===== src/rtl/spm_pkg.sv =====
package spm_pkg;
  localparam int NUM_PINS = 4;
  localparam int PIN_TXD  = 0;
  localparam int PIN_SC0  = 1;
  localparam int PIN_SC1  = 2;
  localparam int PIN_SC2  = 3;

  typedef enum logic [1:0] {
    SEL_FUNC = 2'd0,
    SEL_DIR  = 2'd1,
    SEL_DATA = 2'd2,
    SEL_NONE = 2'd3
  } wr_sel_e;

  typedef enum logic [1:0] {
    PM_RUN  = 2'd0,
    PM_WAIT = 2'd1,
    PM_STOP = 2'd2,
    PM_RSVD = 2'd3
  } pm_e;

  typedef logic [NUM_PINS-1:0] pinvec_t;

  // drive enable: GPIO direction or serial request, chosen per pin
  function automatic pinvec_t mux_oe(pinvec_t func, pinvec_t dir, pinvec_t ser_oe);
    return (~func & dir) | (func & ser_oe);
  endfunction

  function automatic pinvec_t mux_out(pinvec_t func, pinvec_t data, pinvec_t ser_out);
    return (~func & data) | (func & ser_out);
  endfunction

  // readback: register value for GPIO outputs, sampled pad otherwise
  function automatic pinvec_t gpio_read(pinvec_t func, pinvec_t dir, pinvec_t data,
                                        pinvec_t sampled);
    pinvec_t drv;
    drv = dir & ~func;
    return (drv & data) | (~drv & sampled);
  endfunction
endpackage


===== src/rtl/spm_regs.sv =====
module spm_regs
  import spm_pkg::*;
#(
  parameter int N = NUM_PINS
) (
  input  logic         clk,
  input  logic         rst_n,
  input  logic         wr_en,
  input  logic [1:0]   wr_sel,
  input  logic [N-1:0] wr_data,
  output logic [N-1:0] func_q,
  output logic [N-1:0] dir_q,
  output logic [N-1:0] data_q
);
  always_ff @(posedge clk or negedge rst_n) begin
    if (!rst_n) begin
      func_q <= '0;
      dir_q  <= '0;
      data_q <= '0;
    end else if (wr_en) begin
      unique case (wr_sel_e'(wr_sel))
        SEL_FUNC: func_q <= wr_data;
        SEL_DIR:  dir_q  <= wr_data;
        SEL_DATA: data_q <= wr_data;
        default:  ;
      endcase
    end
  end
endmodule


===== src/rtl/spm_in_sync.sv =====
module spm_in_sync #(
  parameter int N      = 4,
  parameter int STAGES = 2
) (
  input  logic         clk,
  input  logic         rst_n,
  input  logic         hold,
  input  logic [N-1:0] pad_in,
  output logic [N-1:0] sync_o
);
  logic [N-1:0] stg [STAGES];

  always_ff @(posedge clk or negedge rst_n) begin
    if (!rst_n) begin
      for (int k = 0; k < STAGES; k++) stg[k] <= '0;
    end else if (!hold) begin
      stg[0] <= pad_in;
      for (int k = 1; k < STAGES; k++) stg[k] <= stg[k-1];
    end
  end

  assign sync_o = stg[STAGES-1];
endmodule


===== src/rtl/spm_qual.sv =====
module spm_qual #(
  parameter int LEN = 3
) (
  input  logic clk,
  input  logic rst_n,
  input  logic hold,
  input  logic din,
  output logic dout
);
  localparam int CW = (LEN > 1) ? $clog2(LEN) : 1;
  localparam logic [CW-1:0] CMAX = CW'(LEN - 1);

  logic [CW-1:0] cnt;
  logic          differs;
  logic          flip;

  assign differs = din ^ dout;
  assign flip    = differs && (cnt == CMAX);

  always_ff @(posedge clk or negedge rst_n) begin
    if (!rst_n) begin
      dout <= 1'b0;
      cnt  <= '0;
    end else if (!hold) begin
      if (!differs) begin
        cnt <= '0;
      end else if (flip) begin
        dout <= din;
        cnt  <= '0;
      end else begin
        cnt <= cnt + 1'b1;
      end
    end
  end
endmodule


===== src/rtl/spm_keeper.sv =====
module spm_keeper #(
  parameter int N = 4
) (
  input  logic         clk,
  input  logic         rst_n,
  input  logic         stop,
  input  logic [N-1:0] live_oe,
  input  logic [N-1:0] live_out,
  output logic [N-1:0] pad_oe,
  output logic [N-1:0] pad_out,
  output logic [N-1:0] pad_keep
);
  logic [N-1:0] last_oe;
  logic [N-1:0] last_out;

  always_ff @(posedge clk or negedge rst_n) begin
    if (!rst_n) begin
      last_oe  <= '0;
      last_out <= '0;
    end else if (!stop) begin
      last_oe  <= live_oe;
      last_out <= live_out;
    end
  end

  always_comb begin
    if (stop) begin
      pad_oe   = '0;
      pad_out  = last_out;
      pad_keep = last_oe;
    end else begin
      pad_oe   = live_oe;
      pad_out  = live_out;
      pad_keep = '0;
    end
  end
endmodule


===== src/rtl/spm_pinmux.sv =====
module spm_pinmux
  import spm_pkg::*;
#(
  parameter int SYNC_STAGES = 2,
  parameter int QUAL_LEN    = 3
) (
  input  logic       clk,
  input  logic       rst_n,
  input  logic       wr_en,
  input  logic [1:0] wr_sel,
  input  logic [3:0] wr_data,
  output logic [3:0] rd_data,
  input  logic [1:0] pm_state,
  input  logic       sync_mode,
  input  logic [3:0] pad_in,
  output logic [3:0] pad_out,
  output logic [3:0] pad_oe,
  output logic [3:0] pad_keep,
  input  logic       ser_txd,
  input  logic       ser_txd_active,
  input  logic [2:0] ser_ctl_out,
  input  logic [2:0] ser_ctl_oe,
  output logic       rx_clk_in,
  output logic       rx_fs_in,
  output logic       tx_fs_in,
  output logic       flag0_in,
  output logic       flag1_in
);
  localparam int N = NUM_PINS;

  pinvec_t ctrl_q, dir_q, data_q;
  pinvec_t sampled;
  pinvec_t ser_oe_v, ser_out_v;
  pinvec_t live_oe, live_out;
  logic    stop_now;
  logic    sc0_qual;
  logic [N-1:1] in_ok;

  assign stop_now  = (pm_e'(pm_state) == PM_STOP);
  assign ser_oe_v  = {ser_ctl_oe, ser_txd_active};
  assign ser_out_v = {ser_ctl_out, ser_txd};

  spm_regs #(.N(N)) u_regs (
    .clk(clk), .rst_n(rst_n), .wr_en(wr_en), .wr_sel(wr_sel), .wr_data(wr_data),
    .func_q(ctrl_q), .dir_q(dir_q), .data_q(data_q)
  );

  spm_in_sync #(.N(N), .STAGES(SYNC_STAGES)) u_sync (
    .clk(clk), .rst_n(rst_n), .hold(stop_now), .pad_in(pad_in), .sync_o(sampled)
  );

  spm_qual #(.LEN(QUAL_LEN)) u_qual (
    .clk(clk), .rst_n(rst_n), .hold(stop_now), .din(sampled[PIN_SC0]), .dout(sc0_qual)
  );

  assign live_oe  = mux_oe(ctrl_q, dir_q, ser_oe_v);
  assign live_out = mux_out(ctrl_q, data_q, ser_out_v);

  spm_keeper #(.N(N)) u_keep (
    .clk(clk), .rst_n(rst_n), .stop(stop_now), .live_oe(live_oe), .live_out(live_out),
    .pad_oe(pad_oe), .pad_out(pad_out), .pad_keep(pad_keep)
  );

  // control pins deliver input only in serial mode while the core is not driving
  for (genvar p = 1; p < N; p++) begin : g_inok
    assign in_ok[p] = ctrl_q[p] & ~ser_oe_v[p];
  end

  assign rx_clk_in = ~sync_mode & in_ok[PIN_SC0] & sc0_qual;
  assign flag0_in  =  sync_mode & in_ok[PIN_SC0] & sampled[PIN_SC0];
  assign flag1_in  =  sync_mode & in_ok[PIN_SC1] & sampled[PIN_SC1];
  assign tx_fs_in  =  in_ok[PIN_SC2] & sampled[PIN_SC2];
  assign rx_fs_in  =  sync_mode ? (in_ok[PIN_SC2] & sampled[PIN_SC2])
                                : (in_ok[PIN_SC1] & sampled[PIN_SC1]);

  assign rd_data = gpio_read(ctrl_q, dir_q, data_q, sampled);
endmodule


===== config.mk =====
export PLATFORM = sky130hd
export DESIGN_NAME = spm_pinmux
export DESIGN_NICKNAME = d
export VERILOG_FILES = /design/src/rtl/spm_pkg.sv /design/src/rtl/spm_regs.sv /design/src/rtl/spm_in_sync.sv /design/src/rtl/spm_qual.sv /design/src/rtl/spm_keeper.sv /design/src/rtl/spm_pinmux.sv
export SDC_FILE = /design/constraint.sdc
export NUM_CORES = 1
export LEC_CHECK = 0
export BUFFER_PORTS_ARGS = -buffer_cell sky130_fd_sc_hd__buf_2
export CORE_MARGIN = 2
export CORE_UTILIZATION = 38
export DETAILED_ROUTE_END_ITERATION = 10
export MAX_ROUTING_LAYER = met4
export RECOVER_POWER = 25
export SLEW_MARGIN = 20
export SYNTH_ARGS = -nofsm -noshare
export SYNTH_HDL_FRONTEND = slang
export SYNTH_SLANG_ARGS = --single-unit

===== constraint.sdc =====
create_clock -name clk -period 1.75 [get_ports clk]
set_input_delay 0.175 -clock clk [delete_from_list [all_inputs] [get_ports clk]]
set_output_delay 0.175 -clock clk [all_outputs]
set_load 0.02 [all_outputs]

Yosys cells after proc, flatten, opt, wreduce, memory -nomap -nowiden --
Index checks and enable logic that the tools add are counted.
Word-level totals: register bits after elaboration 31, bits of input ports 24, output and inout port bits 21, logic and storage cells 54
Cells by class: add/sub/neg operators 1, equality and inequality tests 4, muxes and demuxes 6, bitwise gates (word level) 28, reductions and logical operators 6
Operators by type and width (number):
- $and A4 B4 Y4 | 6
- $mux W4 | 3
- $or A4 B4 Y4 | 3
- $and A1 B1 Y1 | 11
- $not A4 Y4 | 2
- $eq A2 B2 Y1 const B | 3
- $reduce_and A2 Y1 | 3
- $not A1 Y1 | 5
- $mux W2 | 2
- $reduce_and A3 Y1 | 1
- $add A2 B1 Y2 const B | 1
- $eq A2 B1 Y1 const B | 1
- $logic_not A2 Y1 | 1
- $logic_and A1 B1 Y1 | 1
- $mux W1 | 1
- $xor A1 B1 Y1 | 1

Longest topological paths before layout --
Gate-level depths: netlist (run 1).
depth in word-level cells 5, mapped depth 5, mapped depth without buffers 3

Hierarchy --
Synthesis (run 1) repeated with hierarchy kept, for this count alone.
Unflattened totals: cells, all modules 113, area total of the unflattened synthesis 1595.3 µm²
By module, submodules not included:
- spm_regs | instances 1, cells an instance 27, area an instance 469.2 µm², seq. area each 300.3 µm²
- spm_keeper | instances 1, cells an instance 26, area an instance 374.1 µm², seq. area each 200.2 µm²
- spm_in_sync | instances 1, cells an instance 21, area an instance 361.6 µm², seq. area each 200.2 µm²
- spm_pinmux | instances 1, cells an instance 29, area an instance 247.7 µm², seq. area each 0.0 µm²
- spm_qual | instances 1, cells an instance 10, area an instance 142.6 µm², seq. area each 75.1 µm²

Worst setup path before layout (run 1) --
Ideal clock, no wire load.
kind input-to-reg, from input pm_state[1], to register u_keep.last_out[0], setup time 186 ps, arrival 1121 ps, required time 1564 ps, slack 443 ps, stages 4, cells stage by stage nor2b_1 -> buf_2 -> buf_2 -> o21ai_0
Between the ends: cells in the longest elaborated chain, start to end 2
RTL lines:
- start, declared | RTL line spm_pinmux.sv:13 | input logic [1:0] pm_state,
- $eq A2 B2 Y1 | RTL line spm_pinmux.sv:39 | assign stop_now = (pm_e'(pm_state) == PM_STOP);
- $mux W4
- net pad_out[0] | RTL line spm_pinmux.sv:16 | output logic [3:0] pad_out,
- end signal, assigned | RTL line spm_keeper.sv:22 | last_out <= live_out;
- end, declared | RTL line spm_keeper.sv:14 | logic [N-1:0] last_out;
The timed path passes the listed nets, and every way through them passes these cells. A chain may end at the register's enable or synchronous reset.

Worst setup path in the final report (run 1) --
from register u_regs.func_q[2], to output pad_oe[2]
Between the ends: cells in the longest elaborated chain, start to end 4
RTL lines:
- start, declared | RTL line spm_regs.sv:11 | output logic [N-1:0] func_q,
- start signal, assigned | RTL line spm_regs.sv:22 | SEL_FUNC: func_q <= wr_data;
- $not A4 Y4 | RTL line spm_pkg.sv:26 | return (~func & dir) | (func & ser_oe);
- $and A4 B4 Y4 | RTL line spm_pkg.sv:26
- $or A4 B4 Y4 * | RTL line spm_pkg.sv:26
- $mux W4 * | RTL line spm_keeper.sv:27 | if (stop) begin
- end, declared | RTL line spm_pinmux.sv:17 | output logic [3:0] pad_oe,
Every way passes the cells marked *; elsewhere a longest branch is shown, timed or not.

==> load_flow_metrics.sql, run 1 <==
INSERT INTO impl_metrics (metric_group, metric, value, unit) VALUES
('status', 'run_status', 'complete, no violations', ''),
('floorplan', 'fp.coreArea', '3633', 'sq um'),
('logic_synthesis', 'synth_cell_area', '1418', 'sq um'),
('logic_synthesis', 'yosysTopAreaCellShare', '54.72', '%'),
('detailed_routing', 'postRouteWirelength', '2976', 'um'),
('critical_path', 'rr_startpoint', 'u_regs.func_q[2]', ''),
('logic_synthesis', 'mappedNetlistNets', '154', ''),
('critical_path', 'reg2reg_slack', '620', 'ps'),
('logic_synthesis', 'synth_edf_count', '0', ''),
('detailed_routing', 'post-route-drc-count', '0', ''),
('detailed_routing', 'drt-wirelength-per-cell', '13.05', 'um'),
('logic_synthesis', 'synth.lib_cells_used.distinct', '23', ''),
('detailed_routing', 'antenna_left', '0', ''),
('timing', 'max_frequency', '0.6467', 'GHz'),
('logic_synthesis', 'number_of_warnings_printed_during_yosys_synthesis', '0', ''),
('power_and_ir_drop', 'power.leakage', '0.8904', 'nW'),
('logic_synthesis', 'number_of_synthesized_register_bits', '31', ''),
('clock_network', 'cts_num_sinks', '31', ''),
('critical_path', 'worstSetupPathType', 'reg -> out', ''),
('min_path', 'hold_path_class', 'in -> reg', ''),
('logic_synthesis', 'synth_flop_cell', 'sky130_fd_sc_hd__dfrtp_1', ''),
('power_and_ir_drop', 'cellPowerDensity', '1123', 'nW/um^2'),
('logic_synthesis', 'mean_instance_size_in_the_synthesized_netlist', '10.90', 'sq um'),
('critical_path', 'timing.critical_path.from_type', 'flop', ''),
('logic_synthesis', 'yosys-top-cells-count', 'sky130_fd_sc_hd__dfrtp_1, sky130_fd_sc_hd__nand2_1, sky130_fd_sc_hd__mux2_2', ''),
('floorplan', 'rows', '22', ''),
('critical_path', 'endpoint_kind', 'primary output', ''),
('final_layout', 'final_net_count', '203', ''),
('clock_network', 'tritoncts_clock_tree', 'yes', ''),
('detailed_routing', 'detailroute.via_count', '1106', ''),
('critical_path', 'reg2reg_depth', '3', ''),
('global_route', 'grt_first_pass_wirelength', '4878', 'um'),
('clock_network', 'cts_made_buffers', '5', ''),
('timing', 'setup_viol', '0', ''),
('global_route', 'overall_fraction_of_global_route_tracks_in_use', '16.08', '%'),
('critical_path', 'ordered_list_of_cells_on_the_worst_path', 'nand2b_1 -> a21boi_0 -> nor2_1 -> buf_2', ''),
('min_path', 'hold_end', 'u_sync.stg[7]', ''),
('critical_path', 'worst_path_dominant_cell_family', 'flip-flops', ''),
('timing', 'timing.setup.tns', '0', 'ps'),
('critical_path', 'critical-path-max-stage-delay', '410', 'ps'),
('min_path', 'worst_hold_startpoint', 'pad_in[3]', ''),
('floorplan', 'die-width', '65.08', 'um'),
('clock_network', 'clk_pin_slew', '60', 'ps'),
('detailed_routing', 'avgViaCountPerCell', '4.851', ''),
('critical_path', 'critPathRequiredTime', '1570', 'ps'),
('logic_synthesis', 'proportion_of_synthesized_chip_area_in_sequential_cells', '54.72', '%'),
('place', 'count_of_buffers_inserted_at_the_top_level_ports', '44', ''),
('logic_synthesis', 'synth_largest_area_cell', 'sky130_fd_sc_hd__dfrtp_1', ''),
('flow_run', 'maxCapViolations', '0', ''),
('clock_network', 'postCtsSetupRepairBufs', '0', ''),
('min_path', 'timing.hold.worst_path_depth', '3', ''),
('timing', 'period_needed', '1546', 'ps'),
('critical_path', 'timing.critical_path.fanout_max', '5', ''),
('critical_path', 'cp_num_buf_inv', '1', ''),
('detailed_routing', 'drt_pass1_iterations', '4', ''),
('clock_network', 'clock_latency', '280', 'ps'),
('final_layout', 'area_growth', '25.07', '%'),
('timing', 'hold_violations_final', '0', ''),
('global_route', 'grt_start_max_net_pins', '32', ''),
('final_layout', 'utilization', '48.79', '%'),
('global_route', 'gr-total-overflow', '0', ''),
('critical_path', 'worst_ep_arrival_time', '1370', 'ps'),
('final_layout', 'fraction_of_layout_cells_with_a_size_suffix_above_1', '38.89', '%'),
('final_layout', 'antenna_cells', '0', ''),
('detailed_routing', 'first_iter_violations', '26', ''),
('timing', 'worst_slew_pin_slew', '744.5', 'ps'),
('timing', 'rsz0062_at_grt', 'false', ''),
('floorplan', 'die_footprint', '4235', 'sq um'),
('critical_path', 'standard_cell_with_the_maximum_stage_delay_on_the_critical_path', 'sky130_fd_sc_hd__dfrtp_1', ''),
('timing', 'clock_skew', '7.553', 'ps'),
('clock_network', 'clockRootBuffer', 'sky130_fd_sc_hd__clkbuf_8', '');
-- layer usage --
layer / up-vias / share of wire [%] / global-route usage (%)
met5: - / 0 / -
met4: 0 / 1.0 / 4.688
met3: 5 / 5.7 / 5.208
met2: 27 / 50 / 27.19
met1: 535 / 43 / 18.36
li1: 539 / - / -
-- cell usage in the layout, fill, tap and decap left out, drive strengths merged --
cell         instances
a21oi                5
nor2b                2
and4b                1
nor4bb               1
xnor2                1
nor2                 8
clkinv               3
nor3                 1
nand2               30
a22o                 1
a21boi               3
mux2                18
dlygate4sd3          1
nand3b               3
mux2i                4
and2                 4
nor3b                2
clkbuf               6
o21ai                4
and3b                1
nand2b               4
dfrtp               31
o31ai                1
buf                 45
-- through the flow --
stage | hold WS, ps | area [sq um] | worst slack [ps] | total power (W) | std cells
final | 97.39 | 1773 | 203.6 | 0.001991 | 228
after global routing | 100.1 | 1773 | 96.31 | 0.002114 | 228
after CTS | 96.40 | 1782 | 118.8 | 0.002018 | 228
after detailed placement | 258.4 | 1688 | 441.1 | 0.001485 | 219
after global placement | 251.9 | 1688 | 496.3 | 0.001456 | 219
after floorplan | -120.6 | 1418 | 442.8 | 0.001297 | 130
-- power breakdown --
part	switching, W	internal, W	total (W)
Combinational	0.000272	0.000241	0.000513
Clock	0.000255	0.000271	0.000526
Sequential	0.0000961	0.000856	0.000952
-- state kept, by name (all words and copies together) (netlist names) --
signal,flops
u_keep.last_out,4
u_qual.cnt,2
u_regs.data_q,4
u_regs.dir_q,4
u_qual.dout,1
u_keep.last_oe,4
u_sync.sync_o,4
u_regs.func_q,4
u_sync.stg,4
-- worst max path at each step --
stage / from / endpoint / cells after the start
finish: u_regs.func_q[2] / pad_oe[2] / 4
global route: u_regs.func_q[1] / pad_oe[1] / 4
CTS: u_regs.func_q[0] / pad_oe[0] / 4
detailed placement: u_regs.func_q[0] / pad_oe[0] / 4
global placement: u_regs.func_q[0] / pad_oe[0] / 4
floorplan: pm_state[1] / u_keep.last_out[0] / 4
-- logic make-up (layout without fill, tap and decap cells) --
| logic type | count (synthesis) | after routing | share of synthesized area (%) |
|---|---|---|---|
| AND/OR/NAND/NOR | 57 | 57 | 19.86 |
| multiplexers | 22 | 22 | 17.12 |
| XOR/XNOR | 1 | 1 | 0.6179 |
| AO/OA/AOI/OAI | 14 | 14 | 5.913 |
| flip-flops | 31 | 31 | 54.72 |
| buffers and inverters | 5 | 55 | 1.765 |
-- final cells by class --
class / instances / area, sq um
Tap cell: 48 / 60.06
Clock inverter: 3 / 15.01
Clock buffer: 5 / 68.82
Fill cell: 371 / 1861
Sequential cell: 31 / 775.7
Timing Repair Buffer: 47 / 241.5
Multi-Input combinational cell: 94 / 611.8
-- tightest hold or removal path, stage by stage --
cell	delay (ps)
sky130_fd_sc_hd__buf_2	70
sky130_fd_sc_hd__nand2_1	40
sky130_fd_sc_hd__nand2_1	50
-- repair_timing --
action,in CTS,in global routing
hold buffers,1,0
endpoints found under the hold margin,31,0
endpoints found under the setup margin,0,1
resized for setup,0,1
No activity file was read; power rests on OpenSTA's default activity.
==> run 2, diff against run 1 <==
Settings changed: BUFFER_PORTS_ARGS -buffer_cell sky130_fd_sc_hd__buf_2 to -buffer_cell sky130_fd_sc_hd__buf_4, CORE_MARGIN 2 to unset, CORE_UTILIZATION 38 to 53, PLACE_DENSITY set to 0.83.
==> load_flow_metrics.sql, run 2 (synthesis results as in run 1) <==
INSERT INTO impl_metrics (metric_group, metric, value, unit) VALUES
('status', 'run_status', 'complete, no violations', ''),
('detailed_routing', 'first_iter_violations', '12', ''),
('detailed_routing', 'detailroute.via_count', '1096', ''),
('floorplan', 'rows', '18', ''),
('final_layout', 'area_growth', '30.63', '%'),
('power_and_ir_drop', 'p_comb_share', '28.5', '%'),
('timing', 'worst_slew_margin_rel', '50.24', '%'),
('timing', 'timing.final.ws_setup', '115.9', 'ps'),
('timing', 'setup_viol', '0', ''),
('power_and_ir_drop', 'net-switching-power', '0.0006027', 'W'),
('power_and_ir_drop', 'power_report.internal_total', '0.001387', 'W'),
('power_and_ir_drop', 'cellPowerDensity', '1074', 'nW/um^2'),
('detailed_routing', 'drt-wirelength-per-cell', '13.71', 'um'),
('timing', 'period_share', '93.38', '%'),
('timing', 'max_frequency', '0.6120', 'GHz'),
('critical_path', 'reg2reg_slack', '620', 'ps'),
('min_path', 'hold_path_class', 'in -> reg', ''),
('detailed_routing', 'drt_pass1_iterations', '4', ''),
('final_layout', 'antenna_cells', '0', ''),
('floorplan', 'dieHeight', '53.72', 'um'),
('global_route', 'grt_antenna_before_repair', '0', ''),
('power_and_ir_drop', 'ir_drop', '0.8261', 'mV'),
('clock_network', 'ctsHtreeMaxLevel', '2', ''),
('global_route', 'grt.met3_usage', '5.932', '%'),
('timing', 'hold_violations_final', '0', ''),
('global_route', 'gr-total-overflow', '0', ''),
('power_and_ir_drop', 'pwr-share-seq', '47.9', '%'),
('global_route', 'grt-busiest-layer', 'met2', ''),
('final_layout', 'most-common-layout-cells', 'sky130_fd_sc_hd__buf_4, sky130_fd_sc_hd__dfrtp_1, sky130_fd_sc_hd__nand2_1', ''),
('timing', 'slew_violations', '0', ''),
('critical_path', 'timing.critical_path.fanout_max', '5', ''),
('power_and_ir_drop', 'power.leakage', '0.9134', 'nW'),
('timing', 'worst_slew_pin_slew', '746.4', 'ps'),
('place', 'dp_slack', '446.6', 'ps'),
('detailed_routing', 'postRouteWirelength', '2880', 'um'),
('floorplan', 'ios', '45', ''),
('final_layout', 'final_net_count', '203', ''),
('place', 'place_hpwl', '2197', 'um'),
('final_layout', 'fillers', '185', ''),
('critical_path', 'worst_ep_arrival_time', '1460', 'ps'),
('critical_path', 'timing.critical_path.from_type', 'flop', ''),
('power_and_ir_drop', 'switch_share', '30.29', '%'),
('clock_network', 'tritoncts_clock_tree', 'yes', ''),
('timing', 'timing.setup.tns', '0', 'ps'),
('flow_run', 'maxCapViolations', '0', ''),
('critical_path', 'reg2reg_depth', '3', ''),
('clock_network', 'cts_made_buffers', '5', ''),
('floorplan', 'fp.coreArea', '2500', 'sq um'),
('critical_path', 'endpoint_kind', 'primary output', ''),
('clock_network', 'clk_pin_slew', '100', 'ps'),
('timing', 'rsz0062_at_grt', 'false', ''),
('critical_path', 'worstSetupEndpoint', 'rd_data[3]', ''),
('global_route', 'met1_usage', '26.09', '%'),
('final_layout', 'fraction_of_layout_cells_with_a_size_suffix_above_1', '39.44', '%'),
('critical_path', 'rr_startpoint', 'u_regs.func_q[2]', ''),
('global_route', 'first_global_vias', '1076', ''),
('global_route', 'overall_fraction_of_global_route_tracks_in_use', '23.76', '%'),
('floorplan', 'die-width', '53.72', 'um'),
('clock_network', 'postCtsSetupRepairBufs', '0', ''),
('critical_path', 'critPathLaunch', 'u_regs.func_q[3]', ''),
('clock_network', 'clock_path_buffers', '2', ''),
('floorplan', 'die_footprint', '2885', 'sq um'),
('global_route', 'grt_first_pass_wirelength', '4623', 'um'),
('clock_network', 'clockRootBuffer', 'sky130_fd_sc_hd__clkbuf_4', ''),
('critical_path', 'r2r_end', 'u_keep.last_oe[2]', ''),
('detailed_routing', 'antenna_left', '0', ''),
('clock_network', 'cts_num_sinks', '31', ''),
('final_layout', 'mostFrequentLayoutCell', 'sky130_fd_sc_hd__buf_4', ''),
('place', 'count_of_buffers_inserted_at_the_top_level_ports', '44', ''),
('global_route', 'grt_start_max_net_pins', '32', ''),
('critical_path', 'worstSetupPathType', 'reg -> out', ''),
('detailed_routing', 'avgViaCountPerCell', '5.219', ''),
('clock_network', 'clock_latency', '320', 'ps'),
('power_and_ir_drop', 'clockPowerShare', '23.6', '%'),
('floorplan', 'initial_core_util', '56.71', '%'),
('critical_path', 'critPathRequiredTime', '1570', 'ps'),
('timing', 'period_needed', '1634', 'ps'),
('global_route', 'met2_resource_use_gr', '40.95', '%'),
('place', 'globalplace.congestion', '0.8366', ''),
('detailed_routing', 'post-route-drc-count', '0', ''),
('timing', 'clock_skew', '8.968', 'ps');
run 2: power groups by stage:
stage                     clock network (W)  logic [W]  registers, W
after floorplan                           0   0.000361      0.000936
after global placement                    0   0.000555      0.000954
after detailed placement                  0   0.000572      0.000967
after CTS                          0.000478   0.000576      0.000952
after global routing               0.000510   0.000618      0.000973
final                              0.000469   0.000568      0.000953
run 2: stage by stage:
step / instance area [sq um] / hold WS [ps] / cells / total power, W / utilization, %
CTS: 1854 / 46.81 / 210 / 0.002005 / 74.17
global route: 1852 / 51.74 / 210 / 0.002101 / 74.07
floorplan: 1418 / -120.6 / 130 / 0.001297 / -
global placement: 1775 / 124.4 / 201 / 0.001508 / 71.02
finish: 1852 / 50.78 / 210 / 0.001990 / 74.07
detailed placement: 1775 / 126.3 / 201 / 0.001539 / 71.02
run 2: worst min path at each step:
stage / startpoint / slack [ps] / cells past startpoint / endpoint
5_1_grt: pad_in[0] / 50 / 3 / u_sync.stg[4]
6_report: pad_in[0] / 50 / 3 / u_sync.stg[4]
2_1_floorplan: rst_n / -120 / 0 / u_keep.last_oe[0]
3_3_place_gp: rst_n / 120 / 1 / u_qual.cnt[1]
4_1_cts: pad_in[2] / 50 / 3 / u_sync.stg[6]
3_5_place_dp: rst_n / 130 / 1 / u_qual.cnt[1]
run 2: critical path, cell delays in order, from the launching register on:
cell                      delay [ps]
sky130_fd_sc_hd__dfrtp_1         440
sky130_fd_sc_hd__nor2b_1         190
sky130_fd_sc_hd__mux2_2          360
sky130_fd_sc_hd__buf_4           160
run 2: what timing repair did:
| action | CTS | global route |
|---|---|---|
| gates resized for setup | 0 | 1 |
| endpoints found under the setup margin | 0 | 1 |
| endpoints found under the hold margin | 31 | 0 |
| hold buffers | 1 | 0 |
run 2: final cells by class:
type,instances,area [sq um],share of cell area [%]
multi-input cells,94,616.8,33.31
repair buffers,47,352.8,19.05
clock buffers,8,68.82,3.716
well taps,30,37.54,2.027
flip-flops and latches,31,775.7,41.89
run 2: metal layers:
metal	share of wire, %	wire [um]
met3	5.1	146
met4	1.3	36
met2	52	1506
met5	0	0
met1	41	1191
==> run 3, diff against run 2 <==
Settings changed: MAX_ROUTING_LAYER met4 to unset.
==> load_flow_metrics.sql, run 3 (synthesis results as in run 1) <==
INSERT INTO impl_metrics (metric_group, metric, value, unit) VALUES
('timing', 'period_needed', '1636', 'ps'),
('clock_network', 'clock_path_buffers', '2', ''),
('timing', 'slew_violations', '0', ''),
('power_and_ir_drop', 'pwr-share-seq', '47.9', '%'),
('timing', 'worst_slew_margin_rel', '50.49', '%'),
('power_and_ir_drop', 'power_report.internal_total', '0.001387', 'W'),
('min_path', 'hold_path_class', 'in -> reg', ''),
('final_layout', 'most-common-layout-cells', 'sky130_fd_sc_hd__buf_4, sky130_fd_sc_hd__dfrtp_1, sky130_fd_sc_hd__nand2_1', ''),
('clock_network', 'clk_pin_slew', '100', 'ps'),
('min_path', 'hold_end', 'u_sync.stg[4]', ''),
('power_and_ir_drop', 'ir_drop', '0.8232', 'mV'),
('critical_path', 'reg2reg_depth', '3', ''),
('clock_network', 'clock_latency', '320', 'ps'),
('place', 'globalplace.congestion', '0.8242', ''),
('power_and_ir_drop', 'net-switching-power', '0.0006013', 'W'),
('detailed_routing', 'detailroute.via_count', '1100', ''),
('critical_path', 'reg2reg_slack', '620', 'ps'),
('global_route', 'grt_start_max_net_pins', '32', ''),
('timing', 'setup_viol', '0', ''),
('power_and_ir_drop', 'p_comb_share', '28.6', '%'),
('power_and_ir_drop', 'power.leakage', '0.9134', 'nW'),
('timing', 'fin_hold_ws', '50.07', 'ps'),
('floorplan', 'rows', '18', ''),
('timing', 'max_frequency', '0.6113', 'GHz'),
('detailed_routing', 'postRouteWirelength', '2876', 'um'),
('final_layout', 'antenna_cells', '0', ''),
('critical_path', 'r2r_end', 'u_keep.last_oe[2]', ''),
('final_layout', 'final_net_count', '203', ''),
('final_layout', 'fillers', '185', ''),
('detailed_routing', 'drt_pass1_iterations', '4', ''),
('critical_path', 'timing.critical_path.fanout_max', '5', ''),
('global_route', 'first_global_vias', '1079', ''),
('power_and_ir_drop', 'clockPowerShare', '23.5', '%'),
('timing', 'worst_slew_pin_slew', '742.7', 'ps'),
('global_route', 'gr-total-overflow', '0', ''),
('detailed_routing', 'first_iter_violations', '11', ''),
('detailed_routing', 'drt-wirelength-per-cell', '13.70', 'um'),
('clock_network', 'postCtsSetupRepairBufs', '0', ''),
('final_layout', 'fraction_of_layout_cells_with_a_size_suffix_above_1', '39.44', '%'),
('min_path', 'worst_hold_startpoint', 'pad_in[0]', ''),
('critical_path', 'endpoint_kind', 'primary output', ''),
('critical_path', 'worst_ep_arrival_time', '1460', 'ps'),
('final_layout', 'postLayoutCellArea', '1852', 'sq um'),
('floorplan', 'die_footprint', '2885', 'sq um'),
('final_layout', 'register_area', '775.7', 'sq um'),
('status', 'run_status', 'complete, no violations', ''),
('critical_path', 'rr_startpoint', 'u_regs.func_q[2]', ''),
('floorplan', 'ios', '45', ''),
('clock_network', 'clockRootBuffer', 'sky130_fd_sc_hd__clkbuf_4', ''),
('clock_network', 'cts_num_sinks', '31', ''),
('power_and_ir_drop', 'cellPowerDensity', '1074', 'nW/um^2'),
('timing', 'rsz0062_at_grt', 'false', ''),
('timing', 'period_share', '93.47', '%'),
('flow_run', 'maxCapViolations', '0', ''),
('final_layout', 'area_growth', '30.63', '%'),
('clock_network', 'tritoncts_clock_tree', 'yes', ''),
('clock_network', 'ctsHtreeMaxLevel', '2', ''),
('min_path', 'timing.hold.worst_path_depth', '3', ''),
('global_route', 'grt_antenna_before_repair', '0', ''),
('timing', 'timing.setup.tns', '0', 'ps'),
('detailed_routing', 'post-route-drc-count', '0', ''),
('final_layout', 'mostFrequentLayoutCell', 'sky130_fd_sc_hd__buf_4', ''),
('detailed_routing', 'avgViaCountPerCell', '5.238', ''),
('critical_path', 'timing.critical_path.from_type', 'flop', ''),
('floorplan', 'die-width', '53.72', 'um'),
('power_and_ir_drop', 'switch_share', '30.25', '%'),
('detailed_routing', 'antenna_left', '0', ''),
('clock_network', 'cts_made_buffers', '5', ''),
('critical_path', 'critPathRequiredTime', '1570', 'ps'),
('final_layout', 'multi_input_area', '616.8', 'sq um'),
('floorplan', 'initial_core_util', '56.71', '%'),
('global_route', 'overall_fraction_of_global_route_tracks_in_use', '23.02', '%'),
('critical_path', 'critPathLaunch', 'u_regs.func_q[3]', ''),
('floorplan', 'fp.coreArea', '2500', 'sq um'),
('timing', 'hold_violations_final', '0', ''),
('place', 'placed_area', '1775', 'sq um'),
('floorplan', 'dieHeight', '53.72', 'um'),
('timing', 'clock_skew', '8.914', 'ps'),
('global_route', 'grt_first_pass_wirelength', '4616', 'um'),
('place', 'place_hpwl', '2197', 'um'),
('critical_path', 'worstSetupPathType', 'reg -> out', ''),
('place', 'count_of_buffers_inserted_at_the_top_level_ports', '44', '');
run 3: cell counts in the layout (fill, tap and decap cells not counted):
Identical to the previous run, type by type.
run 3: final cells by class:
cell class,instances,share of cell area (%)
Multi-Input combinational cell,94,33.31
Sequential cell,31,41.89
Clock buffer,8,3.716
Timing Repair Buffer,47,19.05
Tap cell,30,2.027
run 3: how the worst max path moves through the flow:
stage,end,cells after the start
global placement,pad_oe[2],4
detailed placement,pad_oe[1],4
floorplan,u_keep.last_out[0],4
CTS,pad_oe[1],4
finish,rd_data[3],3
global route,pad_oe[2],4
run 3: power by group through the flow:
stage | Clock (W) | Combinational, W | Sequential, W
finish | 0.000468 | 0.000568 | 0.000952
floorplan | 0 | 0.000361 | 0.000936
global route | 0.000510 | 0.000618 | 0.000973
detailed placement | 0 | 0.000572 | 0.000967
CTS | 0.000478 | 0.000576 | 0.000952
global placement | 0 | 0.000555 | 0.000954
run 3: per-stage QoR:
stage          power (W)  worst slack, ps  cells  util [%]
5_1_grt         0.002101            51.78    210     74.07
3_5_place_dp    0.001539            446.6    201     71.02
2_1_floorplan   0.001297            442.8    130         -
4_1_cts         0.002005            91.59    210     74.17
6_report        0.001988            114.3    210     74.07
3_3_place_gp    0.001508            520.2    201     71.02
run 3: repair_timing:
| action | 4_1_cts | 5_1_grt |
|---|---|---|
| hold endpoints to repair | 31 | 0 |
| hold buffers | 1 | 0 |
| gates resized for setup | 0 | 1 |
| endpoints found under the setup margin | 0 | 1 |
run 3: worst max-delay path, stage by stage, from the launching register on:
cell                      delay (ps)
sky130_fd_sc_hd__dfrtp_1         440
sky130_fd_sc_hd__nor2b_1         190
sky130_fd_sc_hd__mux2_2          360
sky130_fd_sc_hd__buf_4           160
run 3: layer usage:
metal  global-route usage (%)  vias to the layer above  part of all wire [%]
met5                        0                        -                     0
met1                    25.91                      519                    41
met3                    5.932                        8                   4.8
met4                    9.211                        0                   1.5
li1                         -                      542                     -
met2                    40.95                       31                    53
